[src/rtl/clkdiv_pkg.sv]
package clkdiv_pkg;
  // Channel phase encoding
  typedef enum logic [1:0] {
    PH_IDLE = 2'd0,
    PH_HIGH = 2'd1,
    PH_LOW  = 2'd2,
    PH_BYP  = 2'd3
  } phase_e;
endpackage

[src/rtl/clkdiv_rst_sync.sv]
module clkdiv_rst_sync (
  input  logic clk,
  input  logic rst_n,
  output logic rst_q_n
);
  logic [1:0] sync_q;

  always_ff @(posedge clk or negedge rst_n) begin
    if (!rst_n) sync_q <= 2'b00;
    else        sync_q <= {sync_q[0], 1'b1};
  end

  assign rst_q_n = sync_q[1];
endmodule

[src/rtl/clkdiv_regs.sv]
module clkdiv_regs #(
  parameter int NCH = 3,
  parameter int CH_W = 2,
  parameter int DIV_W = 9,
  parameter logic [NCH-1:0] GATE_MASK = '1
) (
  input  logic                            clk,
  input  logic                            rst_n,
  input  logic                            wr_en,
  input  logic                            wr_gate,
  input  logic [CH_W-1:0]                 wr_ch,
  input  logic [DIV_W-1:0]                wr_data,
  input  logic                            rd_gate,
  input  logic [CH_W-1:0]                 rd_ch,
  output logic [DIV_W-1:0]                rd_data,
  output logic [NCH-1:0][DIV_W-1:0]       div_cfg,
  output logic [NCH-1:0]                  run
);
  for (genvar i = 0; i < NCH; i++) begin : g_ch
    logic             hit;
    logic             div_ld;
    logic [DIV_W-1:0] div_q;

    assign hit    = wr_en && (wr_ch == CH_W'(i));
    assign div_ld = hit && !wr_gate;

    always_ff @(posedge clk or negedge rst_n) begin
      if (!rst_n)      div_q <= '0;
      else if (div_ld) div_q <= wr_data;
    end
    assign div_cfg[i] = div_q;

    if (GATE_MASK[i]) begin : g_gate
      logic gate_ld;
      logic gate_q;
      assign gate_ld = hit && wr_gate;
      always_ff @(posedge clk or negedge rst_n) begin
        if (!rst_n)       gate_q <= 1'b0;
        else if (gate_ld) gate_q <= wr_data[0];
      end
      assign run[i] = gate_q;
    end else begin : g_nogate
      assign run[i] = 1'b1;
    end
  end

  always_comb begin
    rd_data = '0;
    for (int i = 0; i < NCH; i++) begin
      if (rd_ch == CH_W'(i)) begin
        rd_data = rd_gate ? DIV_W'(run[i]) : div_cfg[i];
      end
    end
  end
endmodule

[src/rtl/clkdiv_chan.sv]
module clkdiv_chan
  import clkdiv_pkg::*;
#(
  parameter int DIV_W = 9,
  parameter int EN_POS = 0,
  parameter int HI_LSB = 1,
  parameter int HI_W = 4,
  parameter int LO_LSB = 5,
  parameter int LO_W = 4,
  localparam int CNT_W = (HI_W > LO_W) ? HI_W : LO_W
) (
  input  logic             clk,
  input  logic             rst_n,
  input  logic [DIV_W-1:0] cfg,
  input  logic             run,
  output logic             level,
  output logic             tick
);
  phase_e             state_q, state_d;
  logic [CNT_W-1:0]   cnt_q, cnt_d;
  logic [CNT_W-1:0]   lo_q, lo_d;
  logic               level_q, level_d;
  logic               tick_q, tick_d;
  logic               start;
  logic               cfg_en;
  logic [HI_W-1:0]    cfg_hi;
  logic [LO_W-1:0]    cfg_lo;

  assign cfg_en = cfg[EN_POS];
  assign cfg_hi = cfg[HI_LSB +: HI_W];
  assign cfg_lo = cfg[LO_LSB +: LO_W];

  // Next-state: phases count down; a new period samples cfg
  always_comb begin
    state_d = state_q;
    cnt_d   = cnt_q;
    lo_d    = lo_q;
    tick_d  = 1'b0;
    start   = 1'b0;
    unique case (state_q)
      PH_IDLE: start = run;
      PH_HIGH: begin
        if (cnt_q != '0) cnt_d = cnt_q - 1'b1;
        else if (run) begin
          state_d = PH_LOW;
          cnt_d   = lo_q;
        end else state_d = PH_IDLE;
      end
      PH_LOW: begin
        if (cnt_q != '0) cnt_d = cnt_q - 1'b1;
        else if (run)    start = 1'b1;
        else             state_d = PH_IDLE;
      end
      PH_BYP: begin
        if (run) start = 1'b1;
        else     state_d = PH_IDLE;
      end
      default: state_d = PH_IDLE;
    endcase
    if (start) begin
      tick_d = 1'b1;
      if (cfg_en) begin
        state_d = PH_HIGH;
        cnt_d   = CNT_W'(cfg_hi);
        lo_d    = CNT_W'(cfg_lo);
      end else begin
        state_d = PH_BYP;
      end
    end
    level_d = (state_d == PH_HIGH) || (state_d == PH_BYP);
  end

  always_ff @(posedge clk or negedge rst_n) begin
    if (!rst_n) begin
      state_q <= PH_IDLE;
      cnt_q   <= '0;
      lo_q    <= '0;
      level_q <= 1'b0;
      tick_q  <= 1'b0;
    end else begin
      state_q <= state_d;
      cnt_q   <= cnt_d;
      lo_q    <= lo_d;
      level_q <= level_d;
      tick_q  <= tick_d;
    end
  end

  assign level = level_q;
  assign tick  = tick_q;
endmodule

[src/rtl/clkdiv_bank.sv]
module clkdiv_bank #(
  parameter int NCH = 3,
  parameter int EN_POS = 0,
  parameter int HI_LSB = 1,
  parameter int HI_W = 4,
  parameter int LO_LSB = 5,
  parameter int LO_W = 4,
  parameter logic [NCH-1:0] GATE_MASK = 3'b011,
  localparam int TOP_A = (EN_POS + 1 > HI_LSB + HI_W) ? EN_POS + 1 : HI_LSB + HI_W,
  localparam int DIV_W = (TOP_A > LO_LSB + LO_W) ? TOP_A : LO_LSB + LO_W,
  localparam int CH_W = (NCH > 1) ? $clog2(NCH) : 1
) (
  input  logic             clk,
  input  logic             rst_n,
  input  logic             wr_en,
  input  logic             wr_gate,
  input  logic [CH_W-1:0]  wr_ch,
  input  logic [DIV_W-1:0] wr_data,
  input  logic             rd_gate,
  input  logic [CH_W-1:0]  rd_ch,
  output logic [DIV_W-1:0] rd_data,
  output logic [NCH-1:0]   ch_level,
  output logic [NCH-1:0]   ch_tick
);
  logic                      rst_i_n;
  logic [NCH-1:0][DIV_W-1:0] div_cfg;
  logic [NCH-1:0]            run_w;

  clkdiv_rst_sync u_rst (
    .clk     (clk),
    .rst_n   (rst_n),
    .rst_q_n (rst_i_n)
  );

  clkdiv_regs #(
    .NCH       (NCH),
    .CH_W      (CH_W),
    .DIV_W     (DIV_W),
    .GATE_MASK (GATE_MASK)
  ) u_regs (
    .clk     (clk),
    .rst_n   (rst_i_n),
    .wr_en   (wr_en),
    .wr_gate (wr_gate),
    .wr_ch   (wr_ch),
    .wr_data (wr_data),
    .rd_gate (rd_gate),
    .rd_ch   (rd_ch),
    .rd_data (rd_data),
    .div_cfg (div_cfg),
    .run     (run_w)
  );

  for (genvar i = 0; i < NCH; i++) begin : g_chan
    clkdiv_chan #(
      .DIV_W  (DIV_W),
      .EN_POS (EN_POS),
      .HI_LSB (HI_LSB),
      .HI_W   (HI_W),
      .LO_LSB (LO_LSB),
      .LO_W   (LO_W)
    ) u_chan (
      .clk   (clk),
      .rst_n (rst_i_n),
      .cfg   (div_cfg[i]),
      .run   (run_w[i]),
      .level (ch_level[i]),
      .tick  (ch_tick[i])
    );
  end
endmodule

[config.mk]
export PLATFORM = sky130hd
export DESIGN_NAME = clkdiv_bank
export DESIGN_NICKNAME = d
export VERILOG_FILES = /design/src/rtl/clkdiv_pkg.sv /design/src/rtl/clkdiv_rst_sync.sv /design/src/rtl/clkdiv_regs.sv /design/src/rtl/clkdiv_chan.sv /design/src/rtl/clkdiv_bank.sv
export SDC_FILE = /design/constraint.sdc
export NUM_CORES = 1
export LEC_CHECK = 0
export BUFFER_PORTS_ARGS = -buffer_cell sky130_fd_sc_hd__clkbuf_2
export CORE_UTILIZATION = 54
export CTS_CLUSTER_DIAMETER = 50
export DETAILED_ROUTE_END_ITERATION = 10
export GPL_ROUTABILITY_DRIVEN = 1
export GPL_TIMING_DRIVEN = 0
export PLACE_DENSITY = 0.76
export SETUP_SLACK_MARGIN = 0.3
export SLEW_MARGIN = 20
export SYNTH_ARGS = -nofsm -noshare
export SYNTH_HDL_FRONTEND = slang
export SYNTH_SLANG_ARGS = --single-unit
[constraint.sdc]
create_clock -name clk -period 2 [get_ports clk]
set_clock_uncertainty 0.15 [all_clocks]
set_input_delay 0.2 -clock clk [delete_from_list [all_inputs] [get_ports clk]]
set_output_delay 0.2 -clock clk [all_outputs]
set_load 0.05 [all_outputs]
* Word-level counts from Yosys, hierarchy flattened
Index checks and enable logic that the tools add are counted.
** Word-level totals
- Register bits after elaboration :: 67
- Latch bits :: 0
- Bits in writable memories :: 0
- Memory bits (read-only) :: 0
- Output and inout bits :: 15
- Memories kept :: 0
** Operators by class
- $add $sub $neg :: 3
- Multiply operators :: 0
- Div/mod/pow operators :: 0
- Order comparisons :: 0
- Eq/ne operators :: 19
- Shifts and indexed selects :: 0
- Muxes and demuxes :: 52
- Bitwise logic cells :: 0
- Reductions and logical operators :: 24
** Operator list (count)
- two-way mux 4 bit :: 14
- two-way mux 9 bit :: 6
- two-way mux 2 bit :: 16
- one-hot mux 4 bit (2 select lines) :: 3
- == test 2 bit, second input constant :: 11
- == test 2 x 1 -> 1 bit, second input constant :: 8
- one-hot mux 2 bit (3 select lines) :: 2
- nonzero test 4 bit :: 3
- subtractor 4 x 1 -> 4 bit, second input constant :: 3
- logical NOT 2 bit :: 5
- logical AND 1 bit :: 8
- two-way mux 1 bit :: 8
- one-hot mux 1 bit (3 select lines) :: 2
- AND reduction 2 bit :: 3
- logical OR 1 bit :: 3
- one-hot mux 1 bit (2 select lines) :: 1
- OR reduction 2 bit :: 1
- logical NOT 1 bit :: 1

* Depth between registers and ports, before layout
- Depth in word-level cells :: 6
- Mapped depth :: 8
- Depth with buffers taken out :: 6

* Hierarchy
A second synthesis with hierarchy kept.
** Unflattened totals
- Cell total of the unflattened synthesis :: 347
- Area total of the unflattened synthesis :: 3716.1 µm²
** By module, submodules not included
- clkdiv_chan (g_chan[1].u_chan ...) :: times used 2, cells an instance 74, area an instance 732.0 µm²
- clkdiv_regs :: times used 1, cells an instance 117, area an instance 1440.1 µm²
- clkdiv_chan (g_chan[0].u_chan) :: times used 1, cells an instance 79, area an instance 758.2 µm²
- clkdiv_rst_sync :: times used 1, cells an instance 3, area an instance 53.8 µm²

* Worst setup path after synthesis
No wires, ideal clock.
- Path type :: register to register
- From :: reg g_chan[1].u_chan.state_q[1]
- To :: reg g_chan[1].u_chan.lo_q[2]
- Setup time :: 125 ps
- Arrival time :: 1710 ps
- Slack :: 15 ps
- Stages on the path, launching flop included :: 7
- Path buffers :: 1
- Period minus slack after synthesis :: 1985 ps
- Cell sequence :: dfrtp_1 inv_1 ha_1 inv_1 o2111ai_1 buf_2 mux2_4
** On the way
- Word-level cells in the longest chain between the ends :: 3
** Ends and longest elaborated chain
- from (decl) :: RTL line clkdiv_chan.sv:19 : phase_e state_q, state_d;
- from (signal assigned) :: RTL line clkdiv_chan.sv:81 : state_q <= state_d;
- == test 2 bit / logical NOT 2 bit (equally long branches) :: RTL line clkdiv_chan.sv:40 : unique case (state_q)
- one-hot mux 1 bit (3 select lines) (*) :: RTL line clkdiv_chan.sv:40
- AND reduction 2 bit (no source line) (*)
- to (signal assigned) :: RTL line clkdiv_chan.sv:83 : lo_q <= lo_d;
- to (decl) :: RTL line clkdiv_chan.sv:21 : logic [CNT_W-1:0] lo_q, lo_d;
Every way passes the cells marked *; elsewhere a longest branch is shown, timed or not.
A chain may end at the register's enable or synchronous reset.

* Worst setup path in the final report
- From :: reg u_regs.g_ch[0].g_gate.gate_q
- To :: out rd_data[0]
** On the way
- Word-level cells in the longest chain between the ends :: 4
** Ends and longest elaborated chain
- from (decl) :: RTL line clkdiv_regs.sv:35 : logic gate_q;
- from (signal assigned) :: RTL line clkdiv_regs.sv:39 : else if (gate_ld) gate_q <= wr_data[0];
- two-way mux 9 bit :: RTL line clkdiv_regs.sv:51 : rd_data = rd_gate ? DIV_W'(run[i]) : div_cfg[i];
- two-way mux 9 bit (3 in series) :: RTL line clkdiv_regs.sv:50 : if (rd_ch == CH_W'(i)) begin
- to (decl) :: RTL line clkdiv_bank.sv:21 : output logic [DIV_W-1:0] rd_data,
Every way passes these cells.

==> flow_summary.yaml <==
run_status:
  status: "finished with violations"
  violations: "negative setup slack"
floorplan:
  floorplan.initialDensity_pct: 57.2
  fp.dieH_um: 85.2
  io_pins: 33
  die_w_um: 85.2
  row_count: 29
  die_area_um2: 7260
  core_um2: 6530
detailed_routing:
  drt-total-wl_um: 13900
  drc: 0
  drt_iter0_drc: 397
  via_per_inst: 6.47
  routedWlPerCell_um: 24.0
  vias: 3739
  antenna_left: 0
  firstDrtPassIters: 5
synth:
  synth_area_per_cell_um2: 10.2
  syn-cell-area_um2: 3740
  syn_inst: 366
  ys_seq_area_share_pct: 44.9
  syn_nets: 397
  synth_ff_type: "dfrtp_1"
  synth.distinct_cells: 58
  synth_edf_count: 0
  yosys_warnings: 0
  async_reset_ff_share_pct: 100
  synth_seq_cells: 67
place:
  dp_hpwl_um: 5870
  routabilityCongestion: 0.836
  io_buffers: 31
  placedCellCount: 475
timing:
  fmax_ghz: 0.465
  slew_viol_final: 0
  period_minus_slack_ps: 2150
  setup_ws_ps: -150
  finalSetupViolCount: 5
  hold_viol: 0
  fin_crit_sh_pct: 108
  rsz0062_at_grt: "yes"
  worstMarginPinSlew_ps: 1110
  slew_headroom_pct: 25.9
critical_path:
  ff2ff_path_depth: 8
  worstSetupStartpointType: "flip-flop"
  rr_endpoint: "g_chan[1].u_chan.cnt_q[1]"
  cp.arrival_ps: 1800
  cp-endpoint: "rd_data[0]"
  crit_slowest_cell: "mux4_2"
  r2r-start: "g_chan[1].u_chan.state_q[0]"
  critPathMaxFanout: 2
  crit_type: "flip-flop to output pin"
  required_ps: 1650
  critPathLaunch: "u_regs.g_ch[0].g_gate.gate_q"
  cp_cell_sequence: "clkbuf_8 > mux4_2 > mux2_4 > clkbuf_16"
  worst_setup_path_end_kind: "output pin"
  slowest_delay_ps: 450
  r2r_setup_slack_ps: -30
final_layout:
  mostFrequentLayoutCell: "buf_4"
  area_growth_syn_to_layout_pct: 51.2
  antenna_cells: 0
  mostFrequentLayoutCells: "buf_4, dfrtp_1, mux2_2"
  final_cells: 578
  finalNetCount: 527
  drive_gt1_share_pct: 56.5
clock_tree:
  htree_levels: 3
  clk_latency_ps: 350
  cts.sink_count: 67
  cts.path.max_buffers: 2
  cts-root-buf: "clkbuf_8"
  cts_tree: "built"
  clk_transition_reported_paths_ps: 90
  cts_made_buffers: 9
pwr:
  swShare_pct: 42.2
  p_clk_share_pct: 13.9
  vdd_drop_max_mv: 1.14
  p_switching_mw: 4.04
  comb_power_share_pct: 62.1
  p_leak_nw: 2.52
  power_density_nw_per_um2: 1690
  power_mw: 9.57
  sequentialPowerShare_pct: 24.0
  p_int_mw: 5.54
min_path:
  hp-class: "primary input to flip-flop"
  hp-start: "wr_data[8]"
global_routing:
  grt_first_pass_wirelength_um: 17500
  grt_max_degree: 52
  grt_usage_pct: 31.7
  grt-ovfl-total: 0
  antenna_found_initial: 0
  grt_pass1_vias: 3514
run:
  drv_cap: 0
## cells by family after synthesis
family                     Yosys count  synth area share [%]
DFF                                 67                  44.9
other                                1                 0.100
and+or+nand+nor                    104                  15.0
muxes                               50                  15.3
buffers and inverters               48                  5.86
AOI/OAI and AO/OA                   83                  14.6
adders and majority gates           13                  4.35
## registers in the layout, summed over array words and instances, names as in the netlist
name and cells:
g_chan.u_chan.tick 3, g_chan.u_chan.state_q 6, g_chan.u_chan.cnt_q 12, u_regs.g_ch.g_gate.gate_q 2, u_regs.g_ch.div_q 27, g_chan.u_chan.level 3
u_rst.sync_q 2, g_chan.u_chan.lo_q 12
## layer usage
| layer | vias up | routed length [um] | GRT usage [%] |
|---|---|---|---|
| li1 | 1562 | - | - |
| met5 | - | 0 | 0 |
| met4 | 0 | 777 | 12.3 |
| met2 | 292 | 6730 | 54.0 |
| met3 | 87 | 1280 | 6.81 |
| met1 | 1798 | 5080 | 39.8 |
## critical path: cells and delay by family, from the launching register on
family / cells / cell delay, ps
mux: 2 / 750
buf+inv: 2 / 310
flops: 1 / 390
## worst min path at each step
stage	endpoint	slack (ps)	cells after the start
finish	u_regs.g_ch[1].div_q[8]	5	2
global route	u_regs.g_ch[1].div_q[8]	4	2
CTS	u_rst.sync_q[1]	5	2
detailed placement	u_rst.sync_q[0]	-160	1
global placement	u_rst.sync_q[0]	-160	1
floorplan	u_rst.sync_q[0]	-250	0
## synth_stat cells, types with 4 or more instances
library cell | instances | share of area (%)
nor2b_1 | 8 | 1.3
buf_2 | 7 | 0.94
ha_1 | 13 | 4.4
a21oi_1 | 26 | 3.5
clkbuf_1 | 7 | 0.70
dfrtp_1 | 67 | 45
inv_1 | 26 | 2.6
mux2i_1 | 9 | 2.4
nand2_1 | 24 | 2.4
o21ai_0 | 15 | 2.0
nor2_1 | 41 | 4.1
nor3_1 | 4 | 0.54
mux2_2 | 28 | 8.4
o211ai_1 | 4 | 0.80
mux2_1 | 10 | 3.0
buf_4 | 6 | 1.2
a31oi_1 | 8 | 1.3
## metrics by stage
| step | hold slack, ps | setup TNS (ps) | utilization [%] | area [um^2] | setup WS [ps] |
|---|---|---|---|---|---|
| 4_1_cts | 5.04 | -123 | 80.8 | 5280 | -123 |
| 2_1_floorplan | -246 | 0 | - | 3890 | 56.9 |
| 5_1_grt | 3.52 | -487 | 86.5 | 5650 | -165 |
| 6_report | 4.66 | -201 | 86.5 | 5650 | -150 |
| 3_5_place_dp | -162 | -1200 | 63.8 | 4170 | -211 |
| 3_3_place_gp | -164 | -948 | 63.4 | 4140 | -187 |
## power by group through the flow
stage	Clock [mW]	Sequential, mW	Combinational, mW
5_1_grt	1.39	2.33	6.18
2_1_floorplan	0	2.17	2.72
6_report	1.33	2.30	5.95
3_5_place_dp	0	2.30	3.31
4_1_cts	1.28	2.23	4.77
3_3_place_gp	0	2.30	3.16
## layout make-up
| type | count | area (um^2) |
|---|---|---|
| plain buffers | 22 | 199 |
| clock buffers | 10 | 138 |
| clock inverters | 6 | 88.8 |
| fillers | 273 | 880 |
| inverters | 26 | 101 |
| multi-input cells | 251 | 2310 |
| flip-flops and latches | 67 | 1680 |
| well taps | 77 | 96.3 |
| repair buffers | 119 | 1040 |
## repair_timing
action                                  CTS  global route
endpoints found under the setup margin   41            43
setup buffers                            50            28
resized for setup                       104            50
pin swaps                                24            22
hold buffers                              9             0
hold endpoints to repair                 20             0
Note: power is estimated with default switching activity, not from simulation.
